File: config.mk
export PLATFORM = sky130hd
export DESIGN_NAME = serport_regs
export DESIGN_NICKNAME = d
export VERILOG_FILES = /design/src/rtl/serport_pkg.sv /design/src/rtl/serport_rxfifo.sv /design/src/rtl/serport_irq.sv /design/src/rtl/serport_regs.sv
export SDC_FILE = /design/constraint.sdc
export NUM_CORES = 1
export LEC_CHECK = 0
export ABC_AREA = 1
export BUFFER_PORTS_ARGS = -buffer_cell sky130_fd_sc_hd__buf_2
export CORE_ASPECT_RATIO = 1.25
export CORE_MARGIN = 5
export CORE_UTILIZATION = 55
export DETAILED_ROUTE_END_ITERATION = 12
export PLACE_DENSITY = 0.74
export SYNTH_ARGS = -nofsm -noshare
export SYNTH_HDL_FRONTEND = slang
export SYNTH_SLANG_ARGS = --single-unit
File: constraint.sdc
create_clock -name clk -period 4.3 [get_ports clk]
set_input_delay 0 -clock clk [delete_from_list [all_inputs] [get_ports clk]]
set_output_delay 0 -clock clk [all_outputs]
set_load 0.03 [all_outputs]
File: src/rtl/serport_pkg.sv
// Shared constants for the serial port register front end.
// Assumes a 4-bit word index; offsets are byte offset / 4.
package serport_pkg;
    localparam int DW           = 32;
    localparam int IDX_W        = 4;
    localparam logic [IDX_W-1:0] IDX_DOUT   = 4'd7;
    localparam logic [IDX_W-1:0] IDX_POP    = 4'd8;
    localparam logic [IDX_W-1:0] IDX_PEEK   = 4'd9;
    localparam logic [IDX_W-1:0] IDX_MASK   = 4'd11;
    localparam logic [IDX_W-1:0] IDX_ACK    = 4'd12;
    localparam logic [IDX_W-1:0] IDX_RAW    = 4'd13;
    localparam logic [IDX_W-1:0] IDX_MASKED = 4'd14;
    localparam int IDX_RXCTRL   = 2;
    localparam int RXEN_BIT     = 3;
    localparam logic [DW-1:0] RXCTRL_RST = 32'h0001_0000;
    localparam int ST_AVAIL_BIT = 16;
    localparam int ST_IDLE_BIT  = 22;
    localparam int ST_READY_BIT = 24;
    localparam int RAW_RX_BIT   = 3;

    // True for indices backed by plain read/write storage.
    function automatic bit is_plain(int idx);
        return (idx <= 7) || (idx == 10) || (idx == 11);
    endfunction
endpackage

File: src/rtl/serport_rxfifo.sv
// Receive byte queue. Circular buffer with a separate count.
// A byte arriving while full is dropped, even if a pop occurs in the
// same cycle. A pop on an empty queue does nothing.
module serport_rxfifo #(
    parameter int DEPTH = 16,
    parameter int W     = 8
) (
    input  logic         clk,
    input  logic         rst_n,
    input  logic         push,
    input  logic [W-1:0] din,
    input  logic         pop,
    output logic [W-1:0] head,
    output logic         empty,
    output logic         full,
    output logic         nonempty_nxt
);
    localparam int PW = (DEPTH > 1) ? $clog2(DEPTH) : 1;
    localparam int CW = $clog2(DEPTH + 1);

    logic [W-1:0]  mem [DEPTH];
    logic [PW-1:0] wr_ptr, rd_ptr;
    logic [CW-1:0] count, count_nxt;
    logic          do_push, do_pop;

    // Qualify requests against the current fill state.
    always_comb begin
        full         = (count == CW'(DEPTH));
        empty        = (count == '0);
        do_push      = push && !full;
        do_pop       = pop && !empty;
        count_nxt    = count + CW'(do_push) - CW'(do_pop);
        nonempty_nxt = (count_nxt != '0);
        head         = mem[rd_ptr];
    end

    // Store accepted bytes at the write pointer.
    always_ff @(posedge clk) begin
        if (do_push) mem[wr_ptr] <= din;
    end

    // Advance pointers and count with wrap at DEPTH.
    always_ff @(posedge clk) begin
        if (!rst_n) begin
            wr_ptr <= '0;
            rd_ptr <= '0;
            count  <= '0;
        end else begin
            if (do_push) wr_ptr <= (wr_ptr == PW'(DEPTH - 1)) ? '0 : wr_ptr + 1'b1;
            if (do_pop)  rd_ptr <= (rd_ptr == PW'(DEPTH - 1)) ? '0 : rd_ptr + 1'b1;
            count <= count_nxt;
        end
    end

    AST_FULL_DROP: assert property (@(posedge clk) disable iff (!rst_n)
        (full && push && !pop) |=> (count == CW'(DEPTH)));
    AST_POP_DEC: assert property (@(posedge clk) disable iff (!rst_n)
        (pop && !empty && !push) |=> (count == $past(count) - 1'b1));
    AST_SIMUL_HOLD: assert property (@(posedge clk) disable iff (!rst_n)
        (pop && push && !empty && !full) |=> $stable(count));
endmodule

File: src/rtl/serport_irq.sv
// Interrupt state: raw bits, acknowledge word and the pending-transmit flag.
// Assumes at most one of wr_dout, wr_ack, wr_raw per cycle. The receive bit
// is refreshed only when 'recompute' is high.
module serport_irq #(
    parameter int DW = 32
) (
    input  logic          clk,
    input  logic          rst_n,
    input  logic          recompute,
    input  logic          nonempty_nxt,
    input  logic          wr_dout,
    input  logic          wr_ack,
    input  logic          wr_raw,
    input  logic [DW-1:0] wdata,
    input  logic [DW-1:0] mask,
    output logic [DW-1:0] raw,
    output logic [DW-1:0] ack_val,
    output logic [DW-1:0] masked,
    output logic          irq
);
    import serport_pkg::*;

    logic          pending, pending_n;
    logic [DW-1:0] raw_n, ack_n, eff;

    // Next-state for raw bits, acknowledge word and pending flag.
    always_comb begin
        raw_n     = raw;
        ack_n     = ack_val;
        pending_n = pending;
        eff       = pending ? (wdata & ~DW'(1)) : wdata;
        if (wr_dout) begin
            raw_n     = raw | DW'(3);
            pending_n = 1'b1;
        end else if (wr_ack) begin
            ack_n     = eff;
            raw_n     = raw & ~eff;
            pending_n = 1'b0;
        end else if (wr_raw) begin
            raw_n = wdata;
        end
        if (recompute) raw_n[RAW_RX_BIT] = nonempty_nxt;
    end

    // Register the interrupt state.
    always_ff @(posedge clk) begin
        if (!rst_n) begin
            raw     <= '0;
            ack_val <= '0;
            pending <= 1'b0;
        end else begin
            raw     <= raw_n;
            ack_val <= ack_n;
            pending <= pending_n;
        end
    end

    // Masked view and interrupt line.
    always_comb begin
        masked = raw & mask;
        irq    = |masked;
    end

    AST_DOUT_SETS: assert property (@(posedge clk) disable iff (!rst_n)
        wr_dout |=> (raw[1:0] == 2'b11));
    AST_ACK_KEEP0: assert property (@(posedge clk) disable iff (!rst_n)
        (wr_ack && pending) |=> (raw[0] == $past(raw[0])));
    AST_ACK_CLEAR: assert property (@(posedge clk) disable iff (!rst_n)
        (wr_ack && !pending) |=> ((raw & $past(wdata) & ~DW'(8)) == '0));
    AST_RX_STICKY: assert property (@(posedge clk) disable iff (!rst_n)
        !recompute |=> (raw[RAW_RX_BIT] == $past(raw[RAW_RX_BIT])));
endmodule

File: src/rtl/serport_regs.sv
// Serial port register front end: word-indexed register port, receive
// queue, transmit strobe and interrupt logic. All accesses are 32-bit.
// Read data is registered one cycle after rd_en.
module serport_regs #(
    parameter int FIFO_DEPTH = 16,
    parameter int BYTE_W     = 8
) (
    input  logic                        clk,
    input  logic                        rst_n,
    input  logic [serport_pkg::IDX_W-1:0] reg_idx,
    input  logic                        wr_en,
    input  logic                        rd_en,
    input  logic [serport_pkg::DW-1:0]  wr_data,
    output logic [serport_pkg::DW-1:0]  rd_data,
    input  logic                        rx_valid,
    input  logic [BYTE_W-1:0]           rx_byte,
    output logic                        tx_valid,
    output logic [BYTE_W-1:0]           tx_byte,
    output logic                        irq
);
    import serport_pkg::*;

    localparam int NSLOTS = 2 ** IDX_W;

    logic [DW-1:0]     word [NSLOTS];
    logic [DW-1:0]     raw, ack_val, masked, status;
    logic [BYTE_W-1:0] head;
    logic              empty, full, nonempty_nxt;
    logic              rx_accept, pop_rd;

    // Request decode for the queue.
    always_comb begin
        rx_accept = rx_valid && word[IDX_RXCTRL][RXEN_BIT];
        pop_rd    = rd_en && (reg_idx == IDX_POP);
    end

    // Plain storage slots; unbacked slots read zero.
    for (genvar i = 0; i < NSLOTS; i++) begin : g_slot
        if (is_plain(i)) begin : g_store
            // Hold one software-written word.
            always_ff @(posedge clk) begin
                if (!rst_n)
                    word[i] <= (i == IDX_RXCTRL) ? RXCTRL_RST : '0;
                else if (wr_en && (reg_idx == IDX_W'(i)))
                    word[i] <= wr_data;
            end
        end else begin : g_none
            assign word[i] = '0;
        end
    end

    serport_rxfifo #(.DEPTH(FIFO_DEPTH), .W(BYTE_W)) u_fifo (
        .clk(clk), .rst_n(rst_n),
        .push(rx_accept), .din(rx_byte), .pop(pop_rd),
        .head(head), .empty(empty), .full(full), .nonempty_nxt(nonempty_nxt)
    );

    serport_irq #(.DW(DW)) u_irq (
        .clk(clk), .rst_n(rst_n),
        .recompute(wr_en || rx_accept), .nonempty_nxt(nonempty_nxt),
        .wr_dout(wr_en && (reg_idx == IDX_DOUT)),
        .wr_ack(wr_en && (reg_idx == IDX_ACK)),
        .wr_raw(wr_en && (reg_idx == IDX_RAW)),
        .wdata(wr_data), .mask(word[IDX_MASK]),
        .raw(raw), .ack_val(ack_val), .masked(masked), .irq(irq)
    );

    // Status/data word shared by popping and peeking reads.
    always_comb begin
        status               = '0;
        status[BYTE_W-1:0]   = head;
        status[ST_AVAIL_BIT] = !empty;
        status[ST_IDLE_BIT]  = 1'b1;
        status[ST_READY_BIT] = 1'b1;
    end

    // Registered read mux.
    always_ff @(posedge clk) begin
        if (!rst_n)
            rd_data <= '0;
        else if (rd_en) begin
            case (reg_idx)
                IDX_POP, IDX_PEEK: rd_data <= status;
                IDX_ACK:           rd_data <= ack_val;
                IDX_RAW:           rd_data <= raw;
                IDX_MASKED:        rd_data <= masked;
                default:           rd_data <= word[reg_idx];
            endcase
        end
    end

    // Transmit strobe: one cycle per data-out write.
    always_ff @(posedge clk) begin
        if (!rst_n) begin
            tx_valid <= 1'b0;
            tx_byte  <= '0;
        end else begin
            tx_valid <= wr_en && (reg_idx == IDX_DOUT);
            if (wr_en && (reg_idx == IDX_DOUT)) tx_byte <= wr_data[BYTE_W-1:0];
        end
    end

    AST_TX_PULSE: assert property (@(posedge clk) disable iff (!rst_n)
        (wr_en && reg_idx == IDX_DOUT) |=> (tx_valid && tx_byte == $past(wr_data[BYTE_W-1:0])));
    AST_RX_GATED: assert property (@(posedge clk) disable iff (!rst_n)
        (rx_valid && !word[IDX_RXCTRL][RXEN_BIT] && !pop_rd) |=> $stable(empty));
    AST_RD_STATUS: assert property (@(posedge clk) disable iff (!rst_n)
        (rd_en && (reg_idx == IDX_POP || reg_idx == IDX_PEEK)) |=> (rd_data[ST_READY_BIT] && rd_data[ST_IDLE_BIT]));
endmodule

==> results.md <==
* Run status: finished, final reports clean
* Wirelength per Cell at between 15 and 20 µm
* Sw Share at between 20% and 30%
* Min cycle time layout at 2670 ps
* Detailed Place HPWL at about 42,000 µm
* CTS Sinks at approximately 560
* P_int at 8.30 mW
* Syn Inst Count at slightly below 3k
* H-tree lvl count at 2
* Psw at about 2.7 mW
* Slowest CP cell: fa_1
* Power Density at between 400 and 500 nW/µm²
* Comb pwr share at 7.4%
* Fraction of the cycle the final worst path needs at between 60% and 70%
* CORE AREA at roughly 43,000 µm²
* Hold_ws at around 31 ps
* Cell type with the highest aggregate area in the netlist: dfxtp_1
* Post-Syn Area per Cell at ~8 µm²
* Commonest cells after routing, fill and taps aside: 647 x nand2_1, 434 x dfxtp_1, 428 x a21oi_1
* Vias in the first global route at approximately 20k
* Final hold vios at 0
* Critical Path AT at ~3100 ps
* Gr usage total at around 28%
* RSZ-0062 raised after global routing: no
* TritonCTS clock tree: done
* Yosys warns at 0
* Worst Path Max Fanout at 7
* Startpoint Class: register
* Worst-Margin Slew at ~1200 ps
* Slew Viols, Final at 0
* Final WL at 70,300 µm
* Residual DRC count at 0
* Max-cap violations at 0
* Later-pin clock latency in the skew report at between 500 and 600 ps
* CP Cell Sequence: inv_1 -> ha_1 -> nand4_1 -> nand3_1 -> inv_1 -> nand2_1 -> nand2_1 -> ha_1 -> fa_1 -> xor2_1 -> a2111oi_0 -> a31oi_1
* Most common cell after layout, fill and taps aside: nand2_1
* Endpoints failing setup at 0
* Storage element area at ~13,000 µm²
* Initial DRC Count at approximately 2.5k
* Starting Density at roughly 56%
* Area of the multi-input gates at between 9000 and 10,000 µm²
* Ys flop type: dfxtp_1
* Min-Delay Path Class: primary input to register
* CP endpoint kind: register
* Synthesized flop and latch total at around 560
* Routed vias at around 21k
* Clock share of power at between 40% and 50%
* Die Wd at 196 µm
* First-pass GRT wire length at approximately 110,000 µm
* Area Overhead vs Synth at 10.7%
* Seq pwr share at between 50% and 60%
* Peak supply drop at around 0.00029 V
* Total Nets Final at approximately 3k
* Crit path kind: register to register
* Fillers at between 3k and 4k
* Port-buffer cells at 90
* Share of the synthesized area in the top cell type at a little over a third
* Synth top area cells: dfxtp_1 36%, edfxtp_1 16%, nand2_1 10%
* Postcts setup bufs at 0
* Final worst slack at approximately 1600 ps
* Worst Path Required at roughly 4700 ps
* Seq/Total Area, Yosys at approximately 53%
* Crit-path max cell delay at about 430 ps
* Syn Nets at 3,036
* Rows at 85
* CTS root buf: clkbuf_16
* Vias per cell at around 6
* Slew Limit Headroom at between 20% and 30%
* RePlAce Congestion at roughly 0.87
* Place WS at 1500 ps
* CTS buffer count at between 50 and 60
* Die outline height at approximately 240 µm
* DRT antenna net count at 0
* Grt total ovfl at 0
* 1st-pass router iterations at 6
* Io pins at 91
* Layout cells sized above 1 at under 10%
* CTS clk-pin slew, worst paths at 60 ps
* Yosys cell types at 39
* Post-synth EDFFs at ~130
* Initial antenna violation count at 1
* Post-synth ARST share at 0%
* Setup_tns at 0 ps
* Die ar. at 47,700 µm²
* Clock Skew at between 15 and 20 ps
* Max Fclk at approximately 0.37 GHz
* Synthesized area at between 20,000 and 25,000 µm²
* Final Power at approximately 11 mW
* Clock Path Buffers at 3
* Pin count of the biggest net entering global routing at 116
* Leakage at around 10 nW
-- state kept, by name, summed over array words and instances, names as in the netlist, named ones only --
register,flops
u_fifo.mem,128
tx_valid,1
word,320
rd_data,32
u_irq.raw,32
u_fifo.count,5
u_irq.ack_val,32
u_fifo.rd_ptr,4
u_irq.pending,1
u_fifo.wr_ptr,4
-- metrics by stage --
| stage | util, % | instance area (µm²) | cells |
|---|---|---|---|
| after floorplan | - | 23900 | 2976 |
| after global placement | 56.6 | 24300 | 3414 |
| after detailed placement | 56.6 | 24300 | 3414 |
| after CTS | 61.5 | 26400 | 3554 |
| after global routing | 61.5 | 26400 | 3554 |
| final | 61.5 | 26400 | 3555 |
-- critical path: cells and delay by family (launching register included) --
kind,cells,cell delay [ps]
AO/OA/AOI/OAI,2,460
flip-flops,1,320
XOR/XNOR,1,170
buffers and inverters,2,200
AND/OR/NAND/NOR,4,580
adder cells (fa/ha/maj),3,810
-- kinds of logic (layout without fill, tap and decap cells) --
logic type                 count (synthesis)  in the layout  share of synthesized area (%)
AOI/OAI and AO/OA                        963            963                           21.8
and+or+nand+nor                          954            954                           16.6
DFF                                      563            563                           52.6
buffers and inverters                    480            493                           8.19
adders and majority gates                 11             11                          0.608
xor gates and xnor gates                   5              5                          0.183
other                                      0              1                              0
-- routing by layer --
metal / routed length, µm / GRT usage [%] / vias up
met1: 28000 / 36.7 / 9970
li1: - / - / 10000
met5: 0 / 0 / -
met2: 33400 / 47.2 / 958
met3: 5510 / 4.04 / 226
met4: 3370 / 12.8 / 0
-- final timing paths --
path / from / end / slack, ps / cells past startpoint
setup / recovery: u_fifo.count[2] / u_irq.raw[3] / 1630 / 12
hold / removal: rst_n / word[499] / 30 / 3
setup reg to reg: u_fifo.count[2] / u_irq.raw[3] / 1630 / 12
hold reg to reg: word[504] / word[504] / 450 / 2
-- layout make-up --
cell class / instances / area share, %
Clock buffer: 81 / 5.91
Antenna cell: 1 / 0.00947
Clock inverter: 16 / 0.473
Multi-Input combinational cell: 1933 / 35.8
Sequential cell: 563 / 47.5
Inverter: 229 / 3.25
Tap cell: 565 / 2.67
Timing Repair Buffer: 167 / 4.43
-- Yosys cell counts (3+ instances only) --
cell / n
nor3_1: 3
xor2_1: 3
a21oi_1: 428
a22o_1: 22
nor4_1: 3
buf_4: 15
a211oi_1: 33
nand4_1: 48
nand3_1: 137
inv_2: 13
o21ai_0: 392
a22oi_1: 49
o2111ai_1: 21
inv_1: 214
ha_1: 10
o21ai_1: 7
buf_2: 68
nor3_4: 3
nor2_2: 7
nand2_1: 647
clkbuf_1: 151
dfxtp_1: 435
nor2_1: 102
buf_1: 7
o211ai_1: 3
clkbuf_2: 10
edfxtp_1: 128
-- power groups by stage --
stage	combinational, mW	clock, mW	sequential (mW)
after floorplan	0.473	0	5.71
after CTS	0.798	4.60	5.58
after global placement	0.746	0	5.69
after global routing	0.879	4.83	5.59
after detailed placement	0.764	0	5.70
final	0.814	4.57	5.59
-- repair_timing --
| item | 4_1_cts | 5_1_grt |
|---|---|---|
| hold endpoints to repair | 513 | 0 |
| endpoints found under the setup margin | 0 | 0 |
| hold buffers | 43 | 0 |
| resized for setup | 0 | 0 |
Power figures use the tool's default switching activity.
